<file path="config.mk">
export PLATFORM = sky130hd
export DESIGN_NAME = rev_alu_cascade
export DESIGN_NICKNAME = d
export VERILOG_FILES = /design/src/rtl/ralu_pkg.sv /design/src/rtl/ralu_func_gen.sv /design/src/rtl/ralu_selector.sv /design/src/rtl/ralu_cell.sv /design/src/rtl/ralu_chain.sv /design/src/rtl/rev_alu_cascade.sv
export SDC_FILE = /design/constraint.sdc
export NUM_CORES = 1
export LEC_CHECK = 0
export BUFFER_PORTS_ARGS = -buffer_cell sky130_fd_sc_hd__buf_4
export CORE_UTILIZATION = 45
export CTS_BUF_LIST = sky130_fd_sc_hd__clkbuf_4 sky130_fd_sc_hd__clkbuf_8
export CTS_CLUSTER_SIZE = 16
export DETAILED_ROUTE_END_ITERATION = 12
export PLACE_DENSITY = 0.73
export SLEW_MARGIN = 20
export SYNTH_ARGS = -nofsm -noshare
export SYNTH_HDL_FRONTEND = slang
export SYNTH_SLANG_ARGS = --single-unit
</file>
<file path="constraint.sdc">
create_clock -name clk -period 0.8 [get_ports clk]
set_input_delay 0.16 -clock clk [delete_from_list [all_inputs] [get_ports clk]]
set_output_delay 0.16 -clock clk [all_outputs]
set_load 0.01 [all_outputs]
</file>
<file path="src/rtl/ralu_pkg.sv">
package ralu_pkg;

    // Control bundle carried from cell to cell
    typedef struct packed {
        logic cpl;   // complement AND/OR terms
        logic inv;   // invert Y, subtract
        logic hi;    // pair select
        logic lo;    // member select
    } ralu_ctrl_t;

    // The four candidate values one cell forms in parallel
    typedef struct packed {
        logic f_and;
        logic f_or;
        logic f_sum;
        logic f_xor;
    } ralu_terms_t;

endpackage

</file>
<file path="src/rtl/ralu_func_gen.sv">
module ralu_func_gen
    import ralu_pkg::*;
(
    input  logic        x,
    input  logic        y,
    input  logic        cin,
    input  ralu_ctrl_t  ctl,
    output ralu_terms_t terms,
    output logic        cout
);

    logic y_eff;
    logic prop;
    logic gen;

    always_comb begin
        y_eff       = y ^ ctl.inv;
        prop        = x ^ y_eff;
        gen         = x & y_eff;
        terms.f_and = gen ^ ctl.cpl;
        terms.f_or  = (x | y_eff) ^ ctl.cpl;
        terms.f_xor = prop;
        terms.f_sum = prop ^ cin;
        cout        = gen | (cin & prop);
    end

endmodule

</file>
<file path="src/rtl/ralu_selector.sv">
module ralu_selector
    import ralu_pkg::*;
(
    input  ralu_terms_t terms,
    input  logic        hi,
    input  logic        lo,
    output logic        res,
    output logic        g_logic,
    output logic        g_arith,
    output logic        g_pair
);

    logic pick_logic;
    logic pick_arith;

    always_comb begin
        // first level: member within each pair, loser kept as garbage
        pick_logic = lo ? terms.f_or  : terms.f_and;
        g_logic    = lo ? terms.f_and : terms.f_or;
        pick_arith = lo ? terms.f_xor : terms.f_sum;
        g_arith    = lo ? terms.f_sum : terms.f_xor;
        // second level: pair, loser kept as garbage
        res        = hi ? pick_arith : pick_logic;
        g_pair     = hi ? pick_logic : pick_arith;
    end

endmodule

</file>
<file path="src/rtl/ralu_cell.sv">
module ralu_cell
    import ralu_pkg::*;
(
    input  logic       x,
    input  logic       y,
    input  logic       cin,
    input  ralu_ctrl_t ctl_in,
    output ralu_ctrl_t ctl_out,
    output logic       x_copy,
    output logic       res,
    output logic       cout,
    output logic       g_logic,
    output logic       g_arith,
    output logic       g_pair
);

    ralu_terms_t terms;

    ralu_func_gen u_gen (
        .x     (x),
        .y     (y),
        .cin   (cin),
        .ctl   (ctl_in),
        .terms (terms),
        .cout  (cout)
    );

    ralu_selector u_sel (
        .terms   (terms),
        .hi      (ctl_in.hi),
        .lo      (ctl_in.lo),
        .res     (res),
        .g_logic (g_logic),
        .g_arith (g_arith),
        .g_pair  (g_pair)
    );

    assign ctl_out = ctl_in;
    assign x_copy  = x;

endmodule

</file>
<file path="src/rtl/ralu_chain.sv">
module ralu_chain
    import ralu_pkg::*;
#(
    parameter int W = 8
) (
    input  logic [W-1:0] a_x,
    input  logic [W-1:0] a_y,
    input  logic         c_in,
    input  ralu_ctrl_t   ctl,
    output logic [W-1:0] res,
    output logic [W-1:0] gl,
    output logic [W-1:0] ga,
    output logic [W-1:0] gp,
    output logic [W-1:0] xe,
    output ralu_ctrl_t   ctl_end,
    output logic         c_out,
    output logic         ovf,
    output logic         slt
);

    localparam int MSB = W - 1;

    logic [W:0] cy;
    ralu_ctrl_t link [0:W];
    logic       sum_msb;

    assign cy[0]   = c_in;
    assign link[0] = ctl;

    for (genvar i = 0; i < W; i++) begin : g_bit
        ralu_cell u_cell (
            .x       (a_x[i]),
            .y       (a_y[i]),
            .cin     (cy[i]),
            .ctl_in  (link[i]),
            .ctl_out (link[i+1]),
            .x_copy  (xe[i]),
            .res     (res[i]),
            .cout    (cy[i+1]),
            .g_logic (gl[i]),
            .g_arith (ga[i]),
            .g_pair  (gp[i])
        );
    end

    // sign-end flags, taken from the arithmetic path of the top cell
    always_comb begin
        ctl_end = link[W];
        c_out   = cy[W];
        ovf     = cy[W] ^ cy[MSB];
        sum_msb = a_x[MSB] ^ a_y[MSB] ^ link[MSB].inv ^ cy[MSB];
        slt     = sum_msb ^ ovf;
    end

endmodule

</file>
<file path="src/rtl/rev_alu_cascade.sv">
module rev_alu_cascade
    import ralu_pkg::*;
#(
    parameter int W = 8
) (
    input  logic         clk,
    input  logic         rst_n,
    input  logic [W-1:0] opnd_x,
    input  logic [W-1:0] opnd_y,
    input  logic         carry_in,
    input  logic         mode_cpl,
    input  logic         mode_inv,
    input  logic         sel_hi,
    input  logic         sel_lo,
    output logic [W-1:0] result,
    output logic         carry_out,
    output logic         ovf_flag,
    output logic         lt_flag,
    output logic [W-1:0] garb_logic,
    output logic [W-1:0] garb_arith,
    output logic [W-1:0] garb_pair,
    output logic [W-1:0] x_echo,
    output logic [3:0]   ctrl_echo
);

    localparam int MSB = W - 1;

    typedef struct packed {
        logic [W-1:0] res;
        logic [W-1:0] gl;
        logic [W-1:0] ga;
        logic [W-1:0] gp;
        logic [W-1:0] xe;
        logic [3:0]   ce;
        logic         co;
        logic         ov;
        logic         lt;
    } out_t;

    out_t       out_d, out_q;
    ralu_ctrl_t ctl_in, ctl_end;
    logic [W-1:0] c_res, c_gl, c_ga, c_gp, c_xe;
    logic         c_co, c_ov, c_lt;

    assign ctl_in = '{cpl: mode_cpl, inv: mode_inv, hi: sel_hi, lo: sel_lo};

    ralu_chain #(.W(W)) u_chain (
        .a_x     (opnd_x),
        .a_y     (opnd_y),
        .c_in    (carry_in),
        .ctl     (ctl_in),
        .res     (c_res),
        .gl      (c_gl),
        .ga      (c_ga),
        .gp      (c_gp),
        .xe      (c_xe),
        .ctl_end (ctl_end),
        .c_out   (c_co),
        .ovf     (c_ov),
        .slt     (c_lt)
    );

    always_comb begin
        out_d.res = c_res;
        out_d.gl  = c_gl;
        out_d.ga  = c_ga;
        out_d.gp  = c_gp;
        out_d.xe  = c_xe;
        out_d.ce  = ctl_end;
        out_d.co  = c_co;
        out_d.ov  = c_ov;
        out_d.lt  = c_lt;
    end

    always_ff @(posedge clk or negedge rst_n) begin
        if (!rst_n) out_q <= '0;
        else        out_q <= out_d;
    end

    assign result     = out_q.res;
    assign garb_logic = out_q.gl;
    assign garb_arith = out_q.ga;
    assign garb_pair  = out_q.gp;
    assign x_echo     = out_q.xe;
    assign ctrl_echo  = out_q.ce;
    assign carry_out  = out_q.co;
    assign ovf_flag   = out_q.ov;
    assign lt_flag    = out_q.lt;

    // ---------------- assertions ----------------
    logic         seen_q;
    logic [W-1:0] chk_x_q, chk_y_q;
    logic [3:0]   chk_c_q;
    logic         chk_ci_q;
    logic [W:0]   chk_ref;
    logic [W-1:0] chk_yeff;

    always_ff @(posedge clk or negedge rst_n) begin
        if (!rst_n) begin
            seen_q   <= 1'b0;
            chk_x_q  <= '0;
            chk_y_q  <= '0;
            chk_c_q  <= '0;
            chk_ci_q <= 1'b0;
        end else begin
            seen_q   <= 1'b1;
            chk_x_q  <= opnd_x;
            chk_y_q  <= opnd_y;
            chk_c_q  <= {mode_cpl, mode_inv, sel_hi, sel_lo};
            chk_ci_q <= carry_in;
        end
    end

    always_comb begin
        chk_yeff = chk_y_q ^ {W{chk_c_q[2]}};
        chk_ref  = {1'b0, chk_x_q} + {1'b0, chk_yeff} + {{W{1'b0}}, chk_ci_q};
    end

    assert_echo_R11: assert property (@(posedge clk) disable iff (!rst_n)
        seen_q |-> (x_echo == chk_x_q && ctrl_echo == chk_c_q));

    assert_add_sum_R5: assert property (@(posedge clk) disable iff (!rst_n)
        (seen_q && chk_c_q[1:0] == 2'b10) |-> ({carry_out, result} == chk_ref));

    assert_carry_any_code_R7: assert property (@(posedge clk) disable iff (!rst_n)
        seen_q |-> (carry_out == chk_ref[W]));

    assert_ovf_sign_R8: assert property (@(posedge clk) disable iff (!rst_n)
        (seen_q && chk_c_q[1:0] == 2'b10) |->
        (ovf_flag == ((chk_x_q[MSB] == chk_yeff[MSB]) && (result[MSB] != chk_x_q[MSB]))));

    assert_lt_from_sum_R9: assert property (@(posedge clk) disable iff (!rst_n)
        (seen_q && chk_c_q[1:0] == 2'b10) |-> (lt_flag == (result[MSB] ^ ovf_flag)));

    assert_xor_code_R6: assert property (@(posedge clk) disable iff (!rst_n)
        (seen_q && chk_c_q[1:0] == 2'b11) |-> (result == (chk_x_q ^ chk_yeff)));

endmodule

</file>
==> run summary, run 1 <==
The total number of H-tree levels came out at 2. Fill cells in the final layout number 251. Clock tree synthesis inserted a total of 5 buffers. The final setup slack of the worst path is -2.41 ns. The aggregate global-route resource usage is 24.6%. The count of boundary I/O pins came out at 70. Once the floorplan was initialized, standard cells occupied 47.7% of the core. The largest net degree at the start of global routing came out at 48. For this block, the routed nets add up to 7600 um of wire. After synthesis the netlist holds a flip-flop and latch count of 47.

The detail route stage leaves a number of antenna-violating nets equal to 0. TritonCTS built the clock tree. The final critical-path required period came out at 3.21 ns. The post-place setup slack is -2.69 ns. The standby leakage power is 0.00205 uW. The critical path launch point is opnd_y[0]. The upper clock frequency limit came out at 0.312 GHz. The total via count in the routed design is 2,280. The worst setup path is launched from an input port. The placeable core area came out at 0.00524 mm2. The most used flip-flop cell after synthesis is sky130_fd_sc_hd__dfrtp_1. The final standard cell utilization of the core is 85.4%. The final clock period utilization by the worst path came out at 401%. The total grt overflow is 0. The post-synthesis instance area came out at 0.00250 mm2. STA classifies the critical path endpoint as a register. The floorplan has 26 rows. For this design, the slowest cell found on the critical path is sky130_fd_sc_hd__fa_2. At the worst endpoint, the arrival time is 3.39 ns. The number of clock sinks is 47. The maximum fanout along the worst path came out at 4. The final-stage net count came out at 411. The worst hold slack is 0.0756 ns. The number of enable-type register cells in the synthesized netlist is 0.

The count of final setup violators came out at 83. The root buffer cell chosen for the clock tree is sky130_fd_sc_hd__clkbuf_8. The cell family contributing the most delay on the critical path is adder cells. The iteration count of the initial detailed-routing pass is 4. The critical path runs through a total of 15 cells.

In this run the most critical hold path is launched from opnd_x[4]. Relative to the synthesized area, the layout overhead comes to 79.0%. The worst endpoint required time came out at 0.98 ns.

The share of flip-flops with an asynchronous set or reset after synthesis came out at 100%. The worst ir drop on vdd is 1.40 mV. The die width came out at 76.5 um. The number of antenna violations at the first check in global routing is 0. The number of instances in the synthesized netlist came out at 233. The DRC violation total after the first TritonRoute iteration is 92. The first global-routing pass estimated 11,000 um of wire. The final reports fail on negative setup slack. The start-to-end type of the worst setup path is in -> reg.

The die footprint is 0.00585 mm2. The worst hold path terminates at x_echo[4]. The most numerous cell type found on the critical path is sky130_fd_sc_hd__fa_2.

The final-report hold violation count came out at 0. The areal power density over the cells is 1780 mW/mm2. Walking the worst path, the cells encountered are buf_8 > xor2_4 > inv_2 > fa_2 > fa_2 > fa_2 > fa_2 > fa_2 > inv_2 > fa_2 > inv_2 > fa_2 > o21a_1 > nor3_2 > a31oi_1. The finished cells cover 0.00447 mm2. The routed length per instance came out at 17.4 um.

The hold-critical path depth is 2. The clock-pin slew reported for the worst setup and hold paths after clock tree synthesis is 0.09 ns. The congestion estimate from routability-driven global placement came to 0.804. The die outline height is 76.5 um.

The total count of max-transition violations in the final report came out at 0. The flow ran to the end, but the final reports show violations. The sequential share of the synthesized area came out at 47.1%. The worst hold-check path type is in -> reg. The via density per instance is 5.23. The detailed placement HPWL came out at 3950 um. The number of diodes added for antenna fixing came out at 0. The final total negative setup slack came out at -55.25 ns. The headroom to the max-slew limit came out at 74.2%. The via count of the first global-routing pass came to 2,339.

Setup repair after global routing could not meet its margin everywhere. The longest clock path from root to sink contains 2 buffers. The number of distinct library cells after synthesis is 30. The max-capacitance violation count is 0.

The slew at the pin with the worst max-slew slack came out at 0.384 ns. The share of post-route cells with drive strength above 1 came out at 58.2%. The number of remaining DRC errors is 0. During synthesis, Yosys emitted a total of 0 warnings.

The post-synthesis net count is 279. The delay of the slowest cell on the worst path came out at 0.39 ns. The count of buffers from port buffering came out at 69. The standard cell area after detailed placement is 0.00349 mm2. Leaving out fill and tap cells, the most frequent cell in the layout is sky130_fd_sc_hd__buf_6. Leaving out fill and tap cells, the most frequent cells in the layout are 66 x sky130_fd_sc_hd__buf_6, 58 x sky130_fd_sc_hd__buf_4, 47 x sky130_fd_sc_hd__dfrtp_1. The synthesized area divided by synthesized cell count came out at 10.7 um2. The critical path contains buffers and inverters numbering 4 combined.
## cells in the mapped netlist (2+ instances only)
| master | number | area, um2 |
|---|---|---|
| sky130_fd_sc_hd__nor3_1 | 8 | 40.0 |
| sky130_fd_sc_hd__a21o_1 | 3 | 22.5 |
| sky130_fd_sc_hd__mux2_2 | 2 | 22.5 |
| sky130_fd_sc_hd__a31oi_1 | 4 | 25.0 |
| sky130_fd_sc_hd__ha_1 | 16 | 200 |
| sky130_fd_sc_hd__nand2b_1 | 13 | 81.3 |
| sky130_fd_sc_hd__nor2_1 | 14 | 52.6 |
| sky130_fd_sc_hd__a21oi_1 | 13 | 65.1 |
| sky130_fd_sc_hd__dfrtp_1 | 47 | 1180 |
| sky130_fd_sc_hd__o31a_1 | 4 | 35.0 |
| sky130_fd_sc_hd__buf_4 | 4 | 30.0 |
| sky130_fd_sc_hd__xor2_1 | 8 | 70.1 |
| sky130_fd_sc_hd__and3_1 | 2 | 12.5 |
| sky130_fd_sc_hd__nor2b_1 | 8 | 50.1 |
| sky130_fd_sc_hd__fa_1 | 7 | 140 |
| sky130_fd_sc_hd__nand3_1 | 9 | 45.0 |
| sky130_fd_sc_hd__buf_2 | 6 | 30.0 |
| sky130_fd_sc_hd__o31ai_1 | 8 | 60.1 |
| sky130_fd_sc_hd__inv_1 | 24 | 90.1 |
| sky130_fd_sc_hd__xnor2_1 | 11 | 96.3 |
| sky130_fd_sc_hd__nand2_1 | 3 | 11.3 |
| sky130_fd_sc_hd__o21a_1 | 5 | 37.5 |
| sky130_fd_sc_hd__clkbuf_1 | 2 | 7.51 |
| sky130_fd_sc_hd__o211ai_1 | 4 | 30.0 |
| sky130_fd_sc_hd__mux2i_1 | 3 | 30.0 |
## layer usage
layer,GRT usage [%],vias to the layer above,part of all wire [%]
met5,0,-,0
met4,12.3,0,2.9
met3,4.67,17,4.4
met2,44.6,88,54
met1,27.3,1150,38
li1,-,1025,-
## where the power goes
part / switching [uW] / leakage [uW] / internal [uW]
Sequential: 166 / 0.000547 / 2710
Clock: 787 / 0.0000612 / 1010
Combinational: 1440 / 0.00144 / 1850
## kinds of logic (layout without fill, tap and decap cells)
| logic type | count (synthesis) | count (layout) | synth area share (%) |
|---|---|---|---|
| fa+ha+maj | 23 | 23 | 13.6 |
| xor+xnor | 19 | 19 | 6.66 |
| compound gates | 42 | 42 | 11.2 |
| simple gates | 60 | 60 | 12.5 |
| buf+inv | 37 | 170 | 6.76 |
| mux | 5 | 5 | 2.10 |
| flops | 47 | 47 | 47.1 |
## timing repair
item                                   in CTS  in global routing
resized for setup                         128                 36
endpoints found under the hold margin      47                  2
pin swaps                                  30                 15
hold buffers                                1                  2
gates cloned                                0                  0
setup endpoints to repair                  82                 82
buffers inserted                           11                  6
## per-stage QoR
stage          cells  power, uW
2_1_floorplan    233       4000
3_3_place_gp     409       5090
3_5_place_dp     409       5150
4_1_cts          429       7620
5_1_grt          436       8320
6_report         436       7970
## final cells by class
type	count	area, um2	area share [%]
multi-input cells	149	1600	35.8
repair buffers	138	1400	31.3
flip-flops and latches	47	1180	26.3
inverters	24	90.1	2.02
well taps	70	87.6	1.96
clock buffers	6	82.6	1.85
clock inverters	2	35.0	0.784
## state kept, by name, indices dropped and copies added, names as in the netlist
| name | count |
|---|---|
| carry_out | 1 |
| ctrl_echo | 4 |
| garb_arith | 8 |
| garb_logic | 8 |
| garb_pair | 8 |
| lt_flag | 1 |
| ovf_flag | 1 |
| result | 8 |
| x_echo | 8 |
## worst max-delay path by stage
| stage | slack (ns) | end |
|---|---|---|
| floorplan | -2.53 | garb_pair[7] |
| global placement | -2.61 | garb_pair[7] |
| detailed placement | -2.69 | garb_pair[7] |
| CTS | -2.33 | garb_pair[7] |
| global route | -2.49 | garb_pair[7] |
| finish | -2.41 | garb_pair[7] |
(Power assumes the default switching activity.)
==> inputs of run 2 (changes only) <==
--- a/config.mk
+++ b/config.mk
@@ -6,11 +6,11 @@
 export NUM_CORES = 1
 export LEC_CHECK = 0
 export BUFFER_PORTS_ARGS = -buffer_cell sky130_fd_sc_hd__buf_4
-export CORE_UTILIZATION = 45
+export CORE_UTILIZATION = 55
 export CTS_BUF_LIST = sky130_fd_sc_hd__clkbuf_4 sky130_fd_sc_hd__clkbuf_8
 export CTS_CLUSTER_SIZE = 16
 export DETAILED_ROUTE_END_ITERATION = 12
-export PLACE_DENSITY = 0.73
+export PLACE_DENSITY = 0.87
 export SLEW_MARGIN = 20
 export SYNTH_ARGS = -nofsm -noshare
 export SYNTH_HDL_FRONTEND = slang
==> run 2 against run 1 <==
Against the previous run: the flow now stops in global routing; area after synthesis unchanged; synthesized cell count unchanged.
==> run summary, run 2 <==
Run status: did not finish (was finished, violations left). The stage where the run ended is global routing. The tool reported: "[ERROR DPL-0038] Utilization greater than 100%, impossible to legalize". The number of enable-type register cells in the synthesized netlist came to 0 (unchanged). The number of clock sinks came out at 47 (unchanged). The post-synthesis net count is 279 (unchanged). The count of buffers from port buffering came out at 69 (unchanged). The row count came out at 24 (was 26). When the global-route repair_timing finished, the worst setup path ended at garb_pair[7]$_DFF_PN0_/D. The most used flip-flop cell after synthesis is sky130_fd_sc_hd__dfrtp_1 (unchanged). The detailed placement HPWL came to 4440 um (was 3950 um). After the last repair the worst path ends at a sequential cell input.

The standard cell area after detailed placement was 0.00345 mm2 (was 0.00349 mm2). The effective utilization at floorplan was 57.4% (was 47.7%). The number of instances in the synthesized netlist came out at 233 (unchanged).

The number of distinct library cells after synthesis came out at 30 (unchanged). The biggest area consumer among synthesized cells is sky130_fd_sc_hd__dfrtp_1 (unchanged). The die width is 69.4 um (was 76.5 um). Most common library cells after synthesis: 47 x sky130_fd_sc_hd__dfrtp_1, 24 x sky130_fd_sc_hd__inv_1, 16 x sky130_fd_sc_hd__ha_1 (unchanged). The most common cell in the synthesized netlist is sky130_fd_sc_hd__dfrtp_1 (unchanged). The synthesized area divided by synthesized cell count is 10.7 um2 (unchanged).

The root buffer cell is sky130_fd_sc_hd__clkbuf_8 (unchanged). The die outline height is 69.4 um (was 76.5 um). The number of warning messages in the yosys log came out at 0 (unchanged). The total number of H-tree levels came to 2 (unchanged).

The largest net degree at the start of global routing came out at 48. Cell types with the largest area share after synthesis: sky130_fd_sc_hd__dfrtp_1 47%, sky130_fd_sc_hd__ha_1 8.0%, sky130_fd_sc_hd__fa_1 5.6% (unchanged). The total CTS buffers is 5 (unchanged). The weighted congestion at the end of routability-driven global placement was 0.815 (was 0.804).

The share of flip-flops with an asynchronous set or reset after synthesis came to 100% (unchanged). The number of placed instances, taps included came out at 388 (was 409). The post-synthesis instance area came out at 0.00250 mm2 (unchanged). The sequential share of the synthesized area is 47.1% (unchanged). The total of flip-flops plus latches after synthesis is 47 (unchanged).

The share of Yosys cell area claimed by the top area cell type is 47.1% (unchanged). The deepest clock path buffer count was 2 (unchanged). The count of boundary I/O pins is 70 (unchanged).
[run 2: cell counts after synthesis]
No cell type changed its count.
[run 2: kinds of logic after synthesis]
| kind of cell | Yosys count | share of synthesized area, % |
|---|---|---|
| AOI/OAI and AO/OA | 42 | 11.2 |
| adders and majority gates | 23 | 13.6 |
| muxes | 5 | 2.10 |
| xor gates and xnor gates | 19 | 6.66 |
| and+or+nand+nor | 60 | 12.5 |
| DFF | 47 | 47.1 |
| buffers and inverters | 37 | 6.76 |
[run 2: metrics by stage]
stage               setup WS [ns]  setup TNS (ns)
CTS                         -2.36          -57.12
detailed placement          -2.73          -55.71
global placement            -2.63          -53.75
floorplan                   -2.53          -48.48
[run 2: timing repair]
action	in CTS
endpoints found under the hold margin	47
gates resized for setup	129
hold buffers	1
pin swaps	22
buffers inserted	42
setup endpoints to repair	82
==> inputs of run 3 (changes only) <==
--- a/config.mk
+++ b/config.mk
@@ -6,11 +6,9 @@
 export NUM_CORES = 1
 export LEC_CHECK = 0
 export BUFFER_PORTS_ARGS = -buffer_cell sky130_fd_sc_hd__buf_4
-export CORE_UTILIZATION = 55
-export CTS_BUF_LIST = sky130_fd_sc_hd__clkbuf_4 sky130_fd_sc_hd__clkbuf_8
-export CTS_CLUSTER_SIZE = 16
+export CORE_UTILIZATION = 40
 export DETAILED_ROUTE_END_ITERATION = 12
-export PLACE_DENSITY = 0.87
+export PLACE_DENSITY_LB_ADDON = 0.15
 export SLEW_MARGIN = 20
 export SYNTH_ARGS = -nofsm -noshare
 export SYNTH_HDL_FRONTEND = slang
==> run 3 against run 2 <==
Against the previous run: the flow now finishes, with violations (negative setup slack).
==> run summary, run 3 (synthesized netlist as in run 1, its figures left out) <==
Run status: finished, violations left (was did not finish). The checks that failed: negative setup slack. For this design the ratio of total power to cell area is 1730 mW/mm2. The routed length per instance came out at 14.2 um. The most common cell after layout, fill and taps aside is sky130_fd_sc_hd__buf_4. The standby leakage power came out at 0.00202 uW. The die outline height was 81.0 um (was 69.4 um). Data on the critical path arrives at its endpoint at 3.29 ns. The share of post-route cells with drive strength above 1 came out at 56.1%. The headroom to the max-slew limit is 78.1%. The via density per instance came out at 4.85. By startpoint and endpoint, the worst setup path is classified as in -> reg.

The worst setup path is launched from an input port. The worst ir drop on vdd is 1.03 mV. The final-stage net count is 413. The row count came to 28 (was 24). The final standard cell utilization of the core is 74.1%. The finished layout holds 442 standard cells, fillers aside. The upper clock frequency limit is 0.323 GHz. The die footprint came out at 0.00656 mm2. The post-place setup slack came out at -2.66 ns (was -2.73 ns).

Global routing finished with a remaining overflow of 0. The detailed-routing wirelength on met1 is 2470 um. The count of final setup violators is 83. The placeable core area is 0.00596 mm2. The number of remaining DRC errors came out at 0.

The detailed placement HPWL is 4190 um (was 4440 um). The area growth from synthesis to layout came out at 76.8%. The total count of max-transition violations in the final report came out at 0. The first global-routing pass estimated 10,100 um of wire.

The DRC violation total after the first TritonRoute iteration came out at 49. Data on the critical path is required at its endpoint by 0.99 ns. TritonCTS built the clock tree. In this run the remaining antenna-violating nets after routing total 0. The number of placed instances, taps included came out at 416 (was 388). The root buffer cell is sky130_fd_sc_hd__clkbuf_8 (unchanged). The total CTS buffers came to 5 (unchanged). The routed design uses 248 um of met3 wire. Once routing completed, OpenROAD measured the worst setup slack at -2.30 ns. The number of antenna violations at the first check in global routing is 0. The aggregate global-route resource usage came out at 20.7%. The max-capacitance violation count came out at 0.

The clock-pin slew reported for the worst setup and hold paths after clock tree synthesis is 0.09 ns. The total wire length after detailed routing came out at 6280 um. Setup repair after global routing could not meet its margin everywhere.

The maximum fanout along the worst path is 4. For the pin with the worst max-slew slack, the measured transition is 0.326 ns. The beginning of the worst hold path is mode_cpl. The number of clock sinks is 47 (unchanged).

The final critical-path required period came out at 3.10 ns. The total length of routed met2 wires is 3420 um. The effective utilization at floorplan came out at 41.9% (was 57.4%).

Along the worst hold path, the cell count comes to 1. The destination of the worst hold path is ctrl_echo[3]. The library cells used most frequently in the layout, excluding fill and tap cells, are 64 x sky130_fd_sc_hd__buf_4, 62 x sky130_fd_sc_hd__buf_6, 47 x sky130_fd_sc_hd__dfrtp_1. The final clock period utilization by the worst path is 387%. The overall power consumption is 7660 uW. The die width came out at 81.0 um (was 69.4 um). The via count of the first global-routing pass was 2,228. The number of diodes added for antenna fixing came out at 0. The largest net degree at the start of global routing came out at 48.

The iteration count of the initial detailed-routing pass is 5. The total number of H-tree levels came out at 2 (unchanged). The weighted congestion at the end of routability-driven global placement is 0.752 (was 0.815). The top layer reached by signal wires is met4.

The min-delay analysis places its worst path in the category in -> reg. Detailed routing inserted a total of 2,144 vias. The deepest clock path buffer count came out at 2 (unchanged).

The count of buffers from port buffering is 69 (unchanged). The final-report hold violation count is 0. The most critical setup path has its startpoint at opnd_y[0]. The count of boundary I/O pins came to 70 (unchanged). The worst setup path is captured at a register.
## run 3: metrics by stage
step / cell area, um2 / setup TNS, ns / hold slack [ns]
global placement: 3480 / -54.80 / 0.145
global route: 4410 / -56.22 / 0.0408
detailed placement: 3480 / -55.43 / 0.146
floorplan: 2540 / -48.48 / -0.136
finish: 4410 / -52.88 / 0.0444
CTS: 4220 / -51.22 / 0.00707
## run 3: worst max path at each step
stage	to	slack (ns)	cells after the start
after global routing	result[7]	-2.40	15
after CTS	result[7]	-2.29	15
after global placement	garb_pair[7]	-2.62	15
after floorplan	garb_pair[7]	-2.53	15
final	result[7]	-2.30	15
after detailed placement	garb_pair[7]	-2.66	15
## run 3: cell type report
cell class | instances | area (um2)
Inverter | 24 | 92.6
Clock buffer | 6 | 72.6
Multi-Input combinational cell | 149 | 1580
Fill cell | 408 | 1540
Timing Repair Buffer | 140 | 1370
Tap cell | 75 | 93.8
Clock inverter | 1 | 30.0
Sequential cell | 47 | 1180
## run 3: power by group
group          switching [uW]  internal, uW
clock network             815           917
logic                    1280          1770
registers                 168          2710
## run 3: critical path: stages
cell	delay, ns
sky130_fd_sc_hd__buf_8	0.10
sky130_fd_sc_hd__xor2_4	0.16
sky130_fd_sc_hd__inv_2	0.06
sky130_fd_sc_hd__fa_2	0.35
sky130_fd_sc_hd__fa_2	0.35
sky130_fd_sc_hd__fa_2	0.34
sky130_fd_sc_hd__fa_2	0.34
sky130_fd_sc_hd__fa_2	0.34
sky130_fd_sc_hd__inv_2	0.06
sky130_fd_sc_hd__fa_2	0.18
sky130_fd_sc_hd__inv_2	0.04
sky130_fd_sc_hd__fa_2	0.36
sky130_fd_sc_hd__o21a_1	0.22
sky130_fd_sc_hd__nor3_2	0.17
sky130_fd_sc_hd__a31oi_1	0.05
## run 3: timing repair
action / CTS / global route
hold buffers: 5 / 1
gates resized for setup: 124 / 31
buffers inserted: 9 / 5
hold endpoints to repair: 51 / 1
setup endpoints to repair: 82 / 82
pin swaps: 31 / 15
## run 3: metal layers
layer | track usage (%) | vias to the layer above
met5 | 0 | -
li1 | - | 1027
met1 | 23.1 | 1045
met3 | 4.83 | 13
met2 | 37.9 | 59
met4 | 8.04 | 0
==> inputs of run 4 (changes only) <==
--- a/config.mk
+++ b/config.mk
@@ -5,8 +5,10 @@
 export SDC_FILE = /design/constraint.sdc
 export NUM_CORES = 1
 export LEC_CHECK = 0
+export ABC_AREA = 1
 export BUFFER_PORTS_ARGS = -buffer_cell sky130_fd_sc_hd__buf_4
 export CORE_UTILIZATION = 40
+export CTS_BUF_LIST = sky130_fd_sc_hd__clkbuf_16
 export DETAILED_ROUTE_END_ITERATION = 12
 export PLACE_DENSITY_LB_ADDON = 0.15
 export SLEW_MARGIN = 20
==> run 4 against run 3 <==
Against the previous run: the run still ends with negative setup slack left; die area grew 1.2%; combinational power grew 7.6%; setup slack gained 0.018 ns; final area grew 3.5%.
==> run summary, run 4 <==
Run status: finished, violations left (unchanged). Violations in the final reports: negative setup slack (unchanged). The most used flip-flop cell after synthesis is sky130_fd_sc_hd__dfrtp_1 (unchanged). The final standard cell utilization of the core is 76.3% (was 74.1%). The worst hold-check path type is in -> reg (unchanged). The slew at the pin with the worst max-slew slack is 0.392 ns (was 0.326 ns). Commonest cells after routing, fill and taps aside: 71 x sky130_fd_sc_hd__nand2_1, 64 x sky130_fd_sc_hd__buf_6, 51 x sky130_fd_sc_hd__buf_4 (was 64 x sky130_fd_sc_hd__buf_4, 62 x sky130_fd_sc_hd__buf_6, 47 x sky130_fd_sc_hd__dfrtp_1). The standby leakage power is 0.00221 uW (was 0.00202 uW). The post-synthesis net count is 325 (was 279). The die footprint came out at 0.00664 mm2 (was 0.00656 mm2). The number of distinct library cells after synthesis came out at 22 (was 30).

The DRC violation total after the first TritonRoute iteration is 119 (was 49). The via count of the first global-routing pass came out at 2,325 (was 2,228). The clock-pin slew reported for the worst setup and hold paths after clock tree synthesis came out at 0.06 ns (was 0.09 ns).

The total of flip-flops plus latches after synthesis is 47 (unchanged). The count of buffers from port buffering is 69 (unchanged). The placeable core area is 0.00599 mm2 (was 0.00596 mm2). The effective utilization at floorplan was 42.2% (was 41.9%). The most common cell in the synthesized netlist is sky130_fd_sc_hd__nand2_1 (was sky130_fd_sc_hd__dfrtp_1). The synthesized area divided by synthesized cell count came out at 9.06 um2 (was 10.7 um2). The headroom to the max-slew limit came to 73.9% (was 78.1%).

The total number of H-tree levels was 2 (unchanged). The worst endpoint required time came out at 1.01 ns (was 0.99 ns). The share of post-route cells with drive strength above 1 came out at 57.5% (was 56.1%). The number of warning messages in the yosys log was 0 (unchanged).

The total CTS buffers came out at 5 (unchanged). The worst hold slack is 0.0195 ns (was 0.0444 ns). The via density per instance is 4.88 (was 4.85). The number of clock sinks came to 47 (unchanged).

The maximum fanout along the worst path is 3 (was 4). The row count is 28 (unchanged). The total grt overflow came to 0 (unchanged). The number of instances in the synthesized netlist came out at 279 (was 233). The total count of max-transition violations in the final report came to 0 (unchanged). The worst ir drop on vdd came out at 1.01 mV (was 1.03 mV). The cell-internal power is 5620 uW (was 5400 uW). The number of diodes added for antenna fixing is 0 (unchanged). The number of filler cells placed in the layout came out at 362 (was 408). The biggest area consumer among synthesized cells is sky130_fd_sc_hd__dfrtp_1 (unchanged). The most common cell after layout, fill and taps aside was sky130_fd_sc_hd__nand2_1 (was sky130_fd_sc_hd__buf_4). The final clock period utilization by the worst path is 385% (was 387%). Cell types with the largest area share after synthesis: sky130_fd_sc_hd__dfrtp_1 47%, sky130_fd_sc_hd__nand2_1 13%, sky130_fd_sc_hd__ha_1 7.9% (was sky130_fd_sc_hd__dfrtp_1 47%, sky130_fd_sc_hd__ha_1 8.0%, sky130_fd_sc_hd__fa_1 5.6%). The net load switching power came out at 2500 uW (was 2260 uW). The start-to-end type of the worst setup path is in -> reg (unchanged). The number of enable-type register cells in the synthesized netlist came out at 0 (unchanged). The upper clock frequency limit was 0.324 GHz (was 0.323 GHz). The sequential share of the synthesized area came out at 46.5% (was 47.1%). The weighted congestion at the end of routability-driven global placement came out at 0.755 (was 0.752). The areal power density over the cells came out at 1780 mW/mm2 (was 1730 mW/mm2). The root buffer cell is sky130_fd_sc_hd__clkbuf_16 (was sky130_fd_sc_hd__clkbuf_8). Unrepaired setup endpoints after global routing: yes (unchanged). The total via count in the routed design came out at 2,326 (was 2,144). The largest net degree at the start of global routing is 48 (unchanged).

The sequential share of power was 35.2% (was 37.6%). The overall power consumption is 8120 uW (was 7660 uW). The delay of the slowest cell on the worst path came to 0.38 ns (was 0.36 ns).

The proportion of total power due to net switching was 30.8% (was 29.5%). The cell seen most often among critical-path stages is sky130_fd_sc_hd__fa_2 (unchanged). The clock group share of total power was 24.5% (was 22.6%). The TritonCTS clock tree is done (unchanged). The number of remaining DRC errors came out at 0 (unchanged).

The final-stage net count came to 447 (was 413). The die width came out at 81.5 um (was 81.0 um). The startpoint type of the worst setup path is an input port (unchanged).

The iteration count of the initial detailed-routing pass came to 4 (was 5). The max-capacitance violation count was 0 (unchanged). The die outline height is 81.5 um (was 81.0 um). The routed length per instance is 15.3 um (was 14.2 um). The area growth from synthesis to layout came out at 80.8% (was 76.8%). The aggregate global-route resource usage is 24.0% (was 20.7%). The data arrival time at the worst-slack endpoint is 3.29 ns (about the same). The number of antenna violations at the first check in global routing is 0 (unchanged). The final-report hold violation count came to 0 (unchanged). The deepest clock path buffer count came out at 2 (unchanged). The critical path endpoint category is a register (unchanged).

The share of total power in combinational logic is 40.3% (was 39.7%). The share of Yosys cell area claimed by the top area cell type came out at 46.5% (was 47.1%). The count of boundary I/O pins is 70 (unchanged). The total wire length after detailed routing came out at 7300 um (was 6280 um). The number of nets with antenna violations after routing is 0 (unchanged). CP Cell Sequence: buf_12 > xnor2_4 > fa_2 > fa_2 > fa_2 > fa_2 > fa_2 > inv_2 > fa_2 > inv_2 > fa_2 > o21bai_4 > buf_4 > xor2_2 (was buf_8 > xor2_4 > inv_2 > fa_2 > fa_2 > fa_2 > fa_2 > fa_2 > inv_2 > fa_2 > inv_2 > fa_2 > o21a_1 > nor3_2 > a31oi_1). Most common library cells after synthesis: 88 x sky130_fd_sc_hd__nand2_1, 47 x sky130_fd_sc_hd__dfrtp_1, 26 x sky130_fd_sc_hd__inv_1, 26 x sky130_fd_sc_hd__nand3_1, 22 x sky130_fd_sc_hd__o21ai_0 (was 47 x sky130_fd_sc_hd__dfrtp_1, 24 x sky130_fd_sc_hd__inv_1, 16 x sky130_fd_sc_hd__ha_1).

The final setup slack of the worst path came to -2.28 ns (was -2.30 ns). The count of final setup violators is 83 (unchanged). The slowest library cell on the worst path is sky130_fd_sc_hd__fa_2 (unchanged).

The share of flip-flops with an asynchronous set or reset after synthesis is 100% (unchanged). The detailed placement HPWL is 4190 um (about the same). The final critical-path required period is 3.08 ns (was 3.10 ns). The global-route wire length before repair came to 11,600 um (was 10,100 um).

The post-place setup slack came out at -2.50 ns (was -2.66 ns). The post-synthesis instance area came to 0.00253 mm2 (was 0.00250 mm2).
## run 4: layer usage
metal | track usage (%) | up-vias | part of all wire, %
met2 | 41.8 | 75 | 53
met5 | 0 | - | 0
met3 | 3.67 | 12 | 4.0
li1 | - | 1119 | -
met1 | 30.8 | 1120 | 42
met4 | 6.61 | 0 | 1.7
## run 4: power by group through the flow
stage / Clock [uW] / Combinational (uW) / Sequential, uW
floorplan: 0 / 981 / 3000
global placement: 0 / 2190 / 2840
detailed placement: 0 / 2230 / 2830
CTS: 1980 / 2970 / 2860
global route: 2130 / 3550 / 2880
finish: 1990 / 3270 / 2860
## run 4: area by class of cell
cell class	instances	area [um2]	share of cell area, %
clock inverter	3	12.5	0.274
tap	75	93.8	2.05
inverter	27	106	2.33
timing repair buffer	127	1320	28.9
clock buffer	5	125	2.74
sequential	47	1180	25.7
multi-input combinational	193	1740	38.0
## run 4: repair_timing
item,in CTS,in global routing
endpoints found under the hold margin,47,0
gates resized for setup,152,56
setup endpoints to repair,82,83
buffers inserted,24,9
pin swaps,25,28
hold buffers,1,0
## run 4: kinds of logic (layout without fill, tap and decap cells)
kind of cell	count (synthesis)	after routing	share of synthesized area [%]
AO/OA/AOI/OAI	27	27	5.84
XOR/XNOR	16	16	5.54
adder cells (fa/ha/maj)	23	23	13.5
buffers and inverters	39	162	6.68
flip-flops	47	47	46.5
AND/OR/NAND/NOR	127	127	21.9
## run 4: final timing paths
| check | startpoint | endpoint | slack [ns] | depth (start not counted) |
|---|---|---|---|---|
| min | sel_hi | ctrl_echo[1] | 0.02 | 1 |
| min in group asynchronous | rst_n | ctrl_echo[2] | 0.38 | 3 |
| max in group asynchronous | rst_n | garb_logic[6] | 0.20 | 3 |
| max | mode_inv | ovf_flag | -2.28 | 14 |
## run 4: critical path, delay by kind of cell
family / cells / cell delay (ns)
xor gates and xnor gates: 2 / 0.28
buffers and inverters: 4 / 0.35
adders and majority gates: 7 / 2.34
AOI/OAI and AO/OA: 1 / 0.15
## run 4: metrics by stage
step	instances	TNS, ns	area [um2]
4_1_cts	481	-53.82	4440
5_1_grt	477	-56.68	4570
3_3_place_gp	449	-51.49	3480
2_1_floorplan	279	-46.08	2600
6_report	477	-53.62	4570
3_5_place_dp	449	-52.03	3480
